**config.mk**
```make
export PLATFORM = sky130hd
export DESIGN_NAME = cfg_bank
export DESIGN_NICKNAME = d
export VERILOG_FILES = /design/src/rtl/cfg_bank_pkg.sv /design/src/rtl/cfg_byte_gate.sv /design/src/rtl/cfg_bank_fsm.sv /design/src/rtl/cfg_bank_regs.sv /design/src/rtl/cfg_bank.sv
export SDC_FILE = /design/constraint.sdc
export NUM_CORES = 1
export LEC_CHECK = 0
export BUFFER_PORTS_ARGS = -buffer_cell sky130_fd_sc_hd__buf_2
export CORE_MARGIN = 2
export CORE_UTILIZATION = 55
export CTS_CLUSTER_SIZE = 40
export DETAILED_ROUTE_END_ITERATION = 12
export PLACE_DENSITY_LB_ADDON = 0.3
export RECOVER_POWER = 100
export SYNTH_ARGS = -nofsm -noshare
export SYNTH_HDL_FRONTEND = slang
export SYNTH_SLANG_ARGS = --single-unit
```
**constraint.sdc**
```tcl
create_clock -name clk -period 3.1 [get_ports clk]
set_input_delay 0.155 -clock clk [delete_from_list [all_inputs] [get_ports clk]]
set_output_delay 0.155 -clock clk [all_outputs]
set_load 0.01 [all_outputs]
```
**src/rtl/cfg_bank_pkg.sv**
```systemverilog
package cfg_bank_pkg;

    typedef enum logic {
        CFG_LOCKED  = 1'b0,
        CFG_STAGING = 1'b1
    } cfg_state_e;

    typedef struct packed {
        logic [15:0] pw;
        logic [15:0] tmo;
        logic [7:0]  baud;
        logic [7:0]  node;
    } cfg_rec_t;

    localparam int unsigned REG_STATUS = 0;
    localparam int unsigned REG_CMD    = 1;
    localparam int unsigned REG_LINK   = 2;
    localparam int unsigned REG_TMO    = 3;
    localparam int unsigned REG_PW     = 4;

    localparam logic [15:0] CODE_APPLY   = 16'h5FAF;
    localparam logic [15:0] CODE_DISCARD = 16'h0000;

endpackage

```
**src/rtl/cfg_byte_gate.sv**
```systemverilog
module cfg_byte_gate #(
    parameter int unsigned LO = 1,
    parameter int unsigned HI = 255
) (
    input  logic [7:0] cur_i,
    input  logic [7:0] req_i,
    output logic [7:0] nxt_o
);
    localparam logic [7:0] LO_B = LO[7:0];
    localparam logic [7:0] HI_B = HI[7:0];

    logic take;

    always_comb begin
        take  = (req_i != 8'd0) && (req_i >= LO_B) && (req_i <= HI_B);
        nxt_o = take ? req_i : cur_i;
    end

endmodule

```
**src/rtl/cfg_bank_fsm.sv**
```systemverilog
module cfg_bank_fsm
    import cfg_bank_pkg::*;
#(
    parameter int unsigned ADDR_W = 3
) (
    input  logic              clk,
    input  logic              rst_n,
    input  logic              wr_en,
    input  logic [ADDR_W-1:0] addr,
    input  logic [15:0]       wdata,
    input  logic [15:0]       key_i,
    output cfg_state_e        state_o,
    output logic              stage_en_o,
    output logic              apply_o,
    output logic              discard_o
);
    localparam logic [ADDR_W-1:0] A_CMD = ADDR_W'(REG_CMD);

    cfg_state_e state_q, state_d;
    logic       cmd_wr;

    assign cmd_wr = wr_en && (addr == A_CMD);

    always_ff @(posedge clk) begin
        if (!rst_n) state_q <= CFG_LOCKED;
        else        state_q <= state_d;
    end

    always_comb begin
        state_d    = state_q;
        apply_o    = 1'b0;
        discard_o  = 1'b0;
        stage_en_o = 1'b0;
        unique case (state_q)
            CFG_LOCKED: begin
                if (cmd_wr && (wdata == key_i)) state_d = CFG_STAGING;
            end
            CFG_STAGING: begin
                stage_en_o = 1'b1;
                if (cmd_wr && (wdata == CODE_APPLY)) begin
                    apply_o = 1'b1;
                    state_d = CFG_LOCKED;
                end else if (cmd_wr && (wdata == CODE_DISCARD)) begin
                    discard_o = 1'b1;
                    state_d   = CFG_LOCKED;
                end
            end
            default: state_d = CFG_LOCKED;
        endcase
    end

    assign state_o = state_q;

    p_unlock_r2: assert property (@(posedge clk) disable iff (!rst_n)
        (state_q == CFG_LOCKED && cmd_wr && wdata == key_i) |=> (state_o == CFG_STAGING));
    p_apply_locks_r7: assert property (@(posedge clk) disable iff (!rst_n)
        apply_o |=> (state_o == CFG_LOCKED));
    p_single_cmd_r8: assert property (@(posedge clk) disable iff (!rst_n)
        !(apply_o && discard_o));

endmodule

```
**src/rtl/cfg_bank_regs.sv**
```systemverilog
module cfg_bank_regs
    import cfg_bank_pkg::*;
#(
    parameter int unsigned ADDR_W      = 3,
    parameter int unsigned NODE_MIN    = 1,
    parameter int unsigned NODE_MAX    = 247,
    parameter int unsigned NODE_RESET  = 255,
    parameter int unsigned BAUD_COUNT  = 5,
    parameter int unsigned BAUD_RESET  = 1,
    parameter int unsigned TMO_RESET   = 60,
    parameter int unsigned KEY_RESET   = 16'hDEFA
) (
    input  logic              clk,
    input  logic              rst_n,
    input  logic              wr_en,
    input  logic [ADDR_W-1:0] addr,
    input  logic [15:0]       wdata,
    input  logic              stage_en_i,
    input  logic              apply_i,
    input  logic              discard_i,
    input  cfg_state_e        state_i,
    output cfg_rec_t          live_o,
    output logic [15:0]       rdata
);
    localparam logic [ADDR_W-1:0] A_STATUS = ADDR_W'(REG_STATUS);
    localparam logic [ADDR_W-1:0] A_CMD    = ADDR_W'(REG_CMD);
    localparam logic [ADDR_W-1:0] A_LINK   = ADDR_W'(REG_LINK);
    localparam logic [ADDR_W-1:0] A_TMO    = ADDR_W'(REG_TMO);
    localparam logic [ADDR_W-1:0] A_PW     = ADDR_W'(REG_PW);

    localparam cfg_rec_t REC_RESET = '{
        pw:   KEY_RESET[15:0],
        tmo:  TMO_RESET[15:0],
        baud: BAUD_RESET[7:0],
        node: NODE_RESET[7:0]
    };

    cfg_rec_t shadow_q, live_q;
    logic [7:0] node_next, baud_next;
    logic       key_ok;

    cfg_byte_gate #(.LO(NODE_MIN), .HI(NODE_MAX)) u_node_gate (
        .cur_i (shadow_q.node),
        .req_i (wdata[7:0]),
        .nxt_o (node_next)
    );

    cfg_byte_gate #(.LO(1), .HI(BAUD_COUNT)) u_baud_gate (
        .cur_i (shadow_q.baud),
        .req_i (wdata[15:8]),
        .nxt_o (baud_next)
    );

    assign key_ok = (wdata != CODE_APPLY) && (wdata != CODE_DISCARD);

    always_ff @(posedge clk) begin
        if (!rst_n) begin
            shadow_q <= REC_RESET;
            live_q   <= REC_RESET;
        end else begin
            if (apply_i) live_q <= shadow_q;
            if (discard_i) begin
                shadow_q <= live_q;
            end else if (stage_en_i && wr_en) begin
                if (addr == A_LINK) begin
                    shadow_q.node <= node_next;
                    shadow_q.baud <= baud_next;
                end else if (addr == A_TMO) begin
                    shadow_q.tmo <= wdata;
                end else if (addr == A_PW && key_ok) begin
                    shadow_q.pw <= wdata;
                end
            end
        end
    end

    always_comb begin
        rdata = 16'h0000;
        if (addr == A_STATUS)    rdata = 16'h0000;
        else if (addr == A_CMD)  rdata = {15'd0, state_i};
        else if (addr == A_LINK) rdata = {shadow_q.baud, shadow_q.node};
        else if (addr == A_TMO)  rdata = shadow_q.tmo;
        else if (addr == A_PW)   rdata = shadow_q.pw;
    end

    assign live_o = live_q;

    p_locked_hold_r3: assert property (@(posedge clk) disable iff (!rst_n)
        (state_i == CFG_LOCKED) |=> $stable(shadow_q));
    p_node_range_r4: assert property (@(posedge clk) disable iff (!rst_n)
        (live_q.node == NODE_RESET[7:0]) ||
        (live_q.node >= NODE_MIN[7:0] && live_q.node <= NODE_MAX[7:0]));
    p_baud_range_r5: assert property (@(posedge clk) disable iff (!rst_n)
        (live_q.baud >= 8'd1) && (live_q.baud <= BAUD_COUNT[7:0]));
    p_live_hold_r7: assert property (@(posedge clk) disable iff (!rst_n)
        !apply_i |=> $stable(live_q));
    p_key_not_code_r9: assert property (@(posedge clk) disable iff (!rst_n)
        (shadow_q.pw != CODE_APPLY) && (shadow_q.pw != CODE_DISCARD));

endmodule

```
**src/rtl/cfg_bank.sv**
```systemverilog
module cfg_bank
    import cfg_bank_pkg::*;
#(
    parameter int unsigned ADDR_W     = 3,
    parameter int unsigned NODE_MIN   = 1,
    parameter int unsigned NODE_MAX   = 247,
    parameter int unsigned NODE_RESET = 255,
    parameter int unsigned BAUD_COUNT = 5,
    parameter int unsigned BAUD_RESET = 1,
    parameter int unsigned TMO_RESET  = 60,
    parameter int unsigned KEY_RESET  = 16'hDEFA
) (
    input  logic              clk,
    input  logic              rst_n,
    input  logic              wr_en,
    input  logic [ADDR_W-1:0] addr,
    input  logic [15:0]       wdata,
    output logic [15:0]       rdata,
    output logic [7:0]        node_id,
    output logic [7:0]        baud_idx,
    output logic [15:0]       wdt_timeout,
    output logic              cfg_state
);
    cfg_state_e st;
    cfg_rec_t   live;
    logic       stage_en, apply, discard;

    cfg_bank_fsm #(.ADDR_W(ADDR_W)) u_fsm (
        .clk        (clk),
        .rst_n      (rst_n),
        .wr_en      (wr_en),
        .addr       (addr),
        .wdata      (wdata),
        .key_i      (live.pw),
        .state_o    (st),
        .stage_en_o (stage_en),
        .apply_o    (apply),
        .discard_o  (discard)
    );

    cfg_bank_regs #(
        .ADDR_W     (ADDR_W),
        .NODE_MIN   (NODE_MIN),
        .NODE_MAX   (NODE_MAX),
        .NODE_RESET (NODE_RESET),
        .BAUD_COUNT (BAUD_COUNT),
        .BAUD_RESET (BAUD_RESET),
        .TMO_RESET  (TMO_RESET),
        .KEY_RESET  (KEY_RESET)
    ) u_regs (
        .clk        (clk),
        .rst_n      (rst_n),
        .wr_en      (wr_en),
        .addr       (addr),
        .wdata      (wdata),
        .stage_en_i (stage_en),
        .apply_i    (apply),
        .discard_i  (discard),
        .state_i    (st),
        .live_o     (live),
        .rdata      (rdata)
    );

    assign node_id     = live.node;
    assign baud_idx    = live.baud;
    assign wdt_timeout = live.tmo;
    assign cfg_state   = st;

    p_discard_locks_r8: assert property (@(posedge clk) disable iff (!rst_n)
        (cfg_state && wr_en && addr == 3'(REG_CMD) && wdata == CODE_DISCARD) |=> !cfg_state);

endmodule

```
Word-level counts from Yosys, hierarchy flattened
Index checks and enable logic that the tools add are counted.
{ "totals": {"reg_bits": 97, "out_inout_bits": 49, "elab_cells": 73} }
{ "classes": {"magnitude_cmp": 4, "eq_ne": 9, "n_mux": 24, "bitwise_logic": 1, "reduce_logical": 26} }
{ "ops": {"columns": ["op", "n"], "rows": [
  ["two-way mux 16 bit", 9],
  ["two-way mux 48 bit", 2],
  ["two-way mux 32 bit", 1],
  ["== test 16 x 15 -> 1 bit (second input constant)", 1],
  ["== test 16 bit", 1],
  ["greater-or-equal comparator 8 x 1 -> 1 bit (second input constant)", 2],
  ["zero test 16 bit", 1],
  ["two-way mux 8 bit", 2],
  ["!= test 16 x 15 -> 1 bit (second input constant)", 1],
  ["nonzero test 16 bit", 1],
  ["nonzero test 8 bit", 2],
  ["nonzero test 2 bit", 6],
  ["logical AND 1 bit", 11],
  ["two-way mux 1 bit", 9],
  ["AND reduction 3 bit", 3],
  ["less-or-equal comparator 8 x 3 -> 1 bit (second input constant)", 1],
  ["less-or-equal comparator 8 bit (second input constant)", 1],
  ["== test 3 x 2 -> 1 bit (second input constant)", 2],
  ["!= test 2 bit (second input constant)", 2],
  ["AND reduction 4 bit", 1],
  ["== test 3 x 1 -> 1 bit (second input constant)", 1],
  ["== test 3 bit (second input constant)", 1],
  ["zero test 3 bit", 1],
  ["one-hot mux 1 bit (2 select lines)", 1],
  ["inverter 1 bit", 1]
]} }

Logic depth before layout (Yosys ltp)
{ "depth": {"depth_word": 8, "mapped_depth": 8, "ltp_nobuf": 5} }

Modules after synthesis
From an unflattened synthesis, not the netlist that was laid out.
{ "unflattened": {"hier_cells": 611, "hier_area_um2": 5191.2} }
{ "by_module_without_submodules": {"columns": ["module", "n_inst", "cells_per_inst", "area_per_inst_um2", "seq_area_each_um2"], "rows": [
  ["cfg_bank_regs", 1, 541, 4595.7, 1921.8],
  ["cfg_bank_fsm", 1, 43, 339.1, 20.0],
  ["cfg_byte_gate at u_regs.u_node_gate", 1, 15, 157.7, 0.0],
  ["cfg_byte_gate at u_regs.u_baud_gate", 1, 12, 98.8, 0.0]
]} }

Least setup slack after synthesis
No wires, ideal clock.
{ "synth_path": {"path_type": "input to register", "startpoint": "input port wdata[0]", "endpoint": "register u_regs.shadow_q[45] (netlist bit)", "setup_ns": 0.116, "arrival_ns": 1.667, "required_time_ns": 2.984, "slack_ns": 1.317, "cell_stages": 6, "n_path_buf": 1, "path_cell_list": "clkbuf_2 > nor4_2 > nand4_1 > mux2_4 > a2111o_1 > o211a_1"} }
{ "synth_via": {"elab_chain_len": 7, "elab_cells_between_ends": 17} }
{ "synth_rtl": {"columns": ["element", "line", "rtl"], "rows": [
  ["start: declaration", "cfg_bank.sv:17", "input logic [15:0] wdata,"],
  ["zero test 16 bit", "cfg_bank_fsm.sv:43", "end else if (cmd_wr && (wdata == CODE_DISCARD)) begin"],
  ["logical AND 1 bit", "cfg_bank_fsm.sv:43", null],
  ["two-way mux 1 bit", "cfg_bank_fsm.sv:43", null],
  ["two-way mux 1 bit", "cfg_bank_fsm.sv:40", "if (cmd_wr && (wdata == CODE_APPLY)) begin"],
  ["two-way mux 1 bit", "cfg_bank_fsm.sv:34", "unique case (state_q)"],
  ["!= test 2 bit (no source line) / nonzero test 2 bit (equally long branches)", null, null],
  ["AND reduction 4 bit (no source line)", null, null],
  ["end signal: assignment", "cfg_bank_regs.sv:63", "shadow_q <= live_q;"],
  ["end: declaration", "cfg_bank_regs.sv:38", "cfg_rec_t shadow_q, live_q;"]
]} }
Several ways; a longest one is shown, not always the timed one.
A chain may end at the register's enable or synchronous reset.

Worst setup path in the final report
{ "layout_path": {"startpoint": "register u_fsm.state_q, in the netlist u_fsm.state_o", "endpoint": "register u_regs.shadow_q[4] (netlist bit)"} }
{ "layout_via": {"elab_chain_len": 4, "elab_cells_between_ends": 8} }
{ "layout_rtl": {"columns": ["element", "line", "rtl"], "rows": [
  ["start: declaration", "cfg_bank_fsm.sv:19", "cfg_state_e state_q, state_d;"],
  ["start signal: assignment", "cfg_bank_fsm.sv:26", "else state_q <= state_d;"],
  ["two-way mux 1 bit", "cfg_bank_fsm.sv:34", null],
  ["logical AND 1 bit", "cfg_bank_regs.sv:64", "end else if (stage_en_i && wr_en) begin"],
  ["nonzero test 2 bit (no source line)", null, null],
  ["AND reduction 3 bit (no source line)", null, null]
]} }
Several ways; a longest one is shown, not always the timed one.

==> results by group <==
Logic synthesis
  – Cells after synthesis: 582
  – Synth top cells by count: 117 x nand2_1, 97 x dfxtp_1, 32 x buf_4, 30 x o21ai_0, 29 x nand3_1
  – Yosys cell types: 47
  – Syn. warnings: 0
  – Top-count cell post-synth: nand2_1
  – Most used DFF post-synth: dfxtp_1
  – Cell taking the most area after synthesis: dfxtp_1
  – Synth Net Count: ~600
  – Post-synth EDFFs: 0
  – Share of flip-flops with an asynchronous set or reset: 0
  – Sequential area share after synthesis: 0.404
  – Synth Area per Inst: 8.26 um2
  – Flops & latches, synth: 97
  – Share of the synthesized area in the top cell type: 0.404
  – Synthesized area: about 4800 um2
  – Synth top area cells: dfxtp_1 40%, nand2_1 9.1%, buf_4 5.0%, mux2i_1 4.0%, a2bb2oi_1 3.8%

Global route
  – Pin count of the biggest net entering global routing: 35
  – Global-route wire length before repair: 22.1 mm
  – Vias in the first global route: 4,195
  – Total track usage: 0.291
  – Total gr overflow: 0
  – Initial antenna violation count: 0

Timing
  – Final setup TNS: 0 ns
  – Final hold viol count: 0
  – Period Utilization, post-route: 0.855
  – Unrepaired setup endpoints after global routing: false
  – Tmin final: roughly 2.6 ns
  – Hold Slack: 0.155 ns
  – Slew HR: 0.282
  – Worst Tran Pin Value: approximately 1.1 ns
  – Pins Over Slew Limit: 0
  – Setup WS post-layout: 0.451 ns
  – Achievable frequency: around 0.38 GHz
  – Final Setup Violations: 0
  – Final Skew: 0.0138 ns

Floorplan
  – Initial core utilization: 0.560
  – Full die area: 9510 um2
  – # IOs: about 70
  – Die Y: 97.5 um
  – Num rows: 34
  – Core box area: 8590 um2
  – Die width: 97.5 um

Detailed routing
  – Final WL: 13.8 mm
  – Via Count: approximately 4,500
  – DRC errors left: 0
  – Remaining antenna violation count: 0
  – DR iter-0 viols: ~520
  – DRT Pass-1 Iters: 5
  – Via/cell ratio: 6.32
  – Routed WL per cell: 19.5 um

Placement
  – Placed cell count: 696
  – DP Area: 4940 um2
  – IO Port Bufs: 70
  – Post-DP HPWL: a little over 9 mm
  – Dpl ws: 0.619 ns
  – Gpl congestion: about 0.92

Worst setup path
  – Worst-path maximum fanout: 25
  – CP startpoint: u_fsm.state_o
  – Critical Path Max Stage Delay: between 0.6 and 0.7 ns
  – Critical path's slowest cell: o211ai_1
  – Reg-to-Reg Start: u_fsm.state_o
  – Reg2reg path depth: 5
  – CP Capture Point: u_regs.shadow_q[4]
  – Critical R2R Capture: u_regs.shadow_q[4]
  – Critical path's top delay family: simple AND/OR/NAND/NOR gates
  – Critical path buffers and inverters: 0
  – Reg2reg setup slack: about 0.45 ns
  – CP Launch Type: register
  – Crit path kind: register to register
  – Crit path cell chain: and3b_1, and2_0, nand2_1, o211ai_1, a2bb2oi_1
  – Worst EP required: around 3.4 ns
  – Arrival time worst endpoint: 2.95 ns
  – Worst setup EP type: register
  – Crit path depth: 5

Min path
  – HP Class: input port to register

Clocking
  – Skew-Pair Late Insertion Delay: 0.37 ns
  – CTS Buf Count: 9
  – Cts repair resizes: 0
  – Clock buffer depth: 2
  – Htree depth: 3
  – TritonCTS clock tree: done
  – Clk sinks: 97
  – Reg clk slew, reported paths: 0.10 ns
  – CTS root buf: clkbuf_8
  – CTS hold repair buffers: 0
  – Postcts setup bufs: 0

Finish
  – Final Util: 0.585
  – Share of cells above drive strength 1: 0.0862
  – Fillers: 826
  – Post-Layout Inst Area: about 5000 um2
  – Layout Cells excl Fill: 711
  – Multi-input logic area: about 2400 um2
  – Area growth syn-to-layout: 4.61%
  – Diodes inserted: 0
  – Register area: 1940 um2
  – Layout Nets: 621

Power and ir drop
  – Power Density: 432 nW/um2
  – P_leak: 1.82 nW
  – Peak supply drop: around 0.35 mV
  – Total power: 2.18 mW

Run
  – Max-cap violations: 0

Outcome
  – Outcome: completed
-- tightest hold or removal path: stages --
cell       delay [ns]
buf_2            0.16
a21oi_1          0.06
a2bb2oi_1        0.12
-- worst min-delay path by stage --
stage                                 start             endpoint  slack, ns  depth (start not counted)
final                             wdata[11]  u_regs.shadow_q[43]       0.15                          3
after global routing              wdata[11]  u_regs.shadow_q[43]       0.15                          3
after CTS                         wdata[11]  u_regs.shadow_q[43]       0.15                          3
after detailed placement  u_regs.live_o[14]    u_regs.live_o[14]       0.47                          2
after global placement    u_regs.live_o[14]    u_regs.live_o[14]       0.47                          2
after floorplan                    wdata[3]  u_regs.shadow_q[35]       0.31                          2
-- cell usage in the layout (no fill, tap or decap), types with 2 or more instances in the layout --
cell / netlist / layout
buf_2: 14 / 23
a211oi_1: 3 / 3
nor2b_1: 15 / 15
nor3b_1: 2 / 2
clkbuf_1: 22 / 49
a21oi_1: 14 / 14
nand4_1: 5 / 5
a21boi_0: 23 / 23
buf_4: 32 / 6
dfxtp_1: 97 / 97
nor4_1: 15 / 15
mux2i_1: 19 / 19
nand2b_1: 4 / 4
nand3_1: 29 / 29
nor2_1: 10 / 12
xnor2_1: 16 / 16
a22oi_1: 6 / 6
clkbuf_8: 0 / 11
o211a_1: 4 / 4
nor3_1: 27 / 27
nand2_1: 117 / 117
or3_1: 13 / 13
clkbuf_2: 3 / 2
nor4_2: 3 / 3
o21ai_0: 30 / 30
a2bb2oi_1: 21 / 21
o211ai_1: 11 / 12
clkinvlp_4: 0 / 2
a211o_1: 4 / 4
-- power breakdown --
| part | switching (mW) | internal (mW) | leakage (nW) |
|---|---|---|---|
| Sequential | 0.000000118 | 1.24 | 0.783 |
| Combinational | 0.106 | 0.0556 | 0.948 |
| Clock | 0.438 | 0.331 | 0.0874 |
| Total | 0.544 | 1.63 | 1.82 |
-- cell type report --
class	instances	share of cell area
clock inverters	4	0.00572
multi-input cells	410	0.480
inverters	1	0.000746
repair buffers	80	0.0704
clock buffers	11	0.0301
flip-flops and latches	97	0.386
well taps	108	0.0269
-- flip-flops by register name (all words and copies together) (netlist names) --
register	cells
u_fsm.state_o	1
u_regs.live_o	48
u_regs.shadow_q	48
-- kinds of logic (layout without fill, tap and decap cells) --
kind of cell | Yosys count | count (layout) | share of synthesized area
buf+inv | 75 | 96 | 0.0911
xor+xnor | 16 | 16 | 0.0291
simple gates | 252 | 252 | 0.254
mux | 20 | 20 | 0.0427
compound gates | 122 | 122 | 0.179
flops | 97 | 97 | 0.404
-- per-layer routing --
layer  vias up  GRT usage  share of wire
met3        39     0.0525          0.083
met4         0      0.108          0.025
met5         -          0              0
met1      2181      0.408           0.43
met2       230      0.450           0.46
li1       2043          -              -
(Power assumes the default switching activity.)
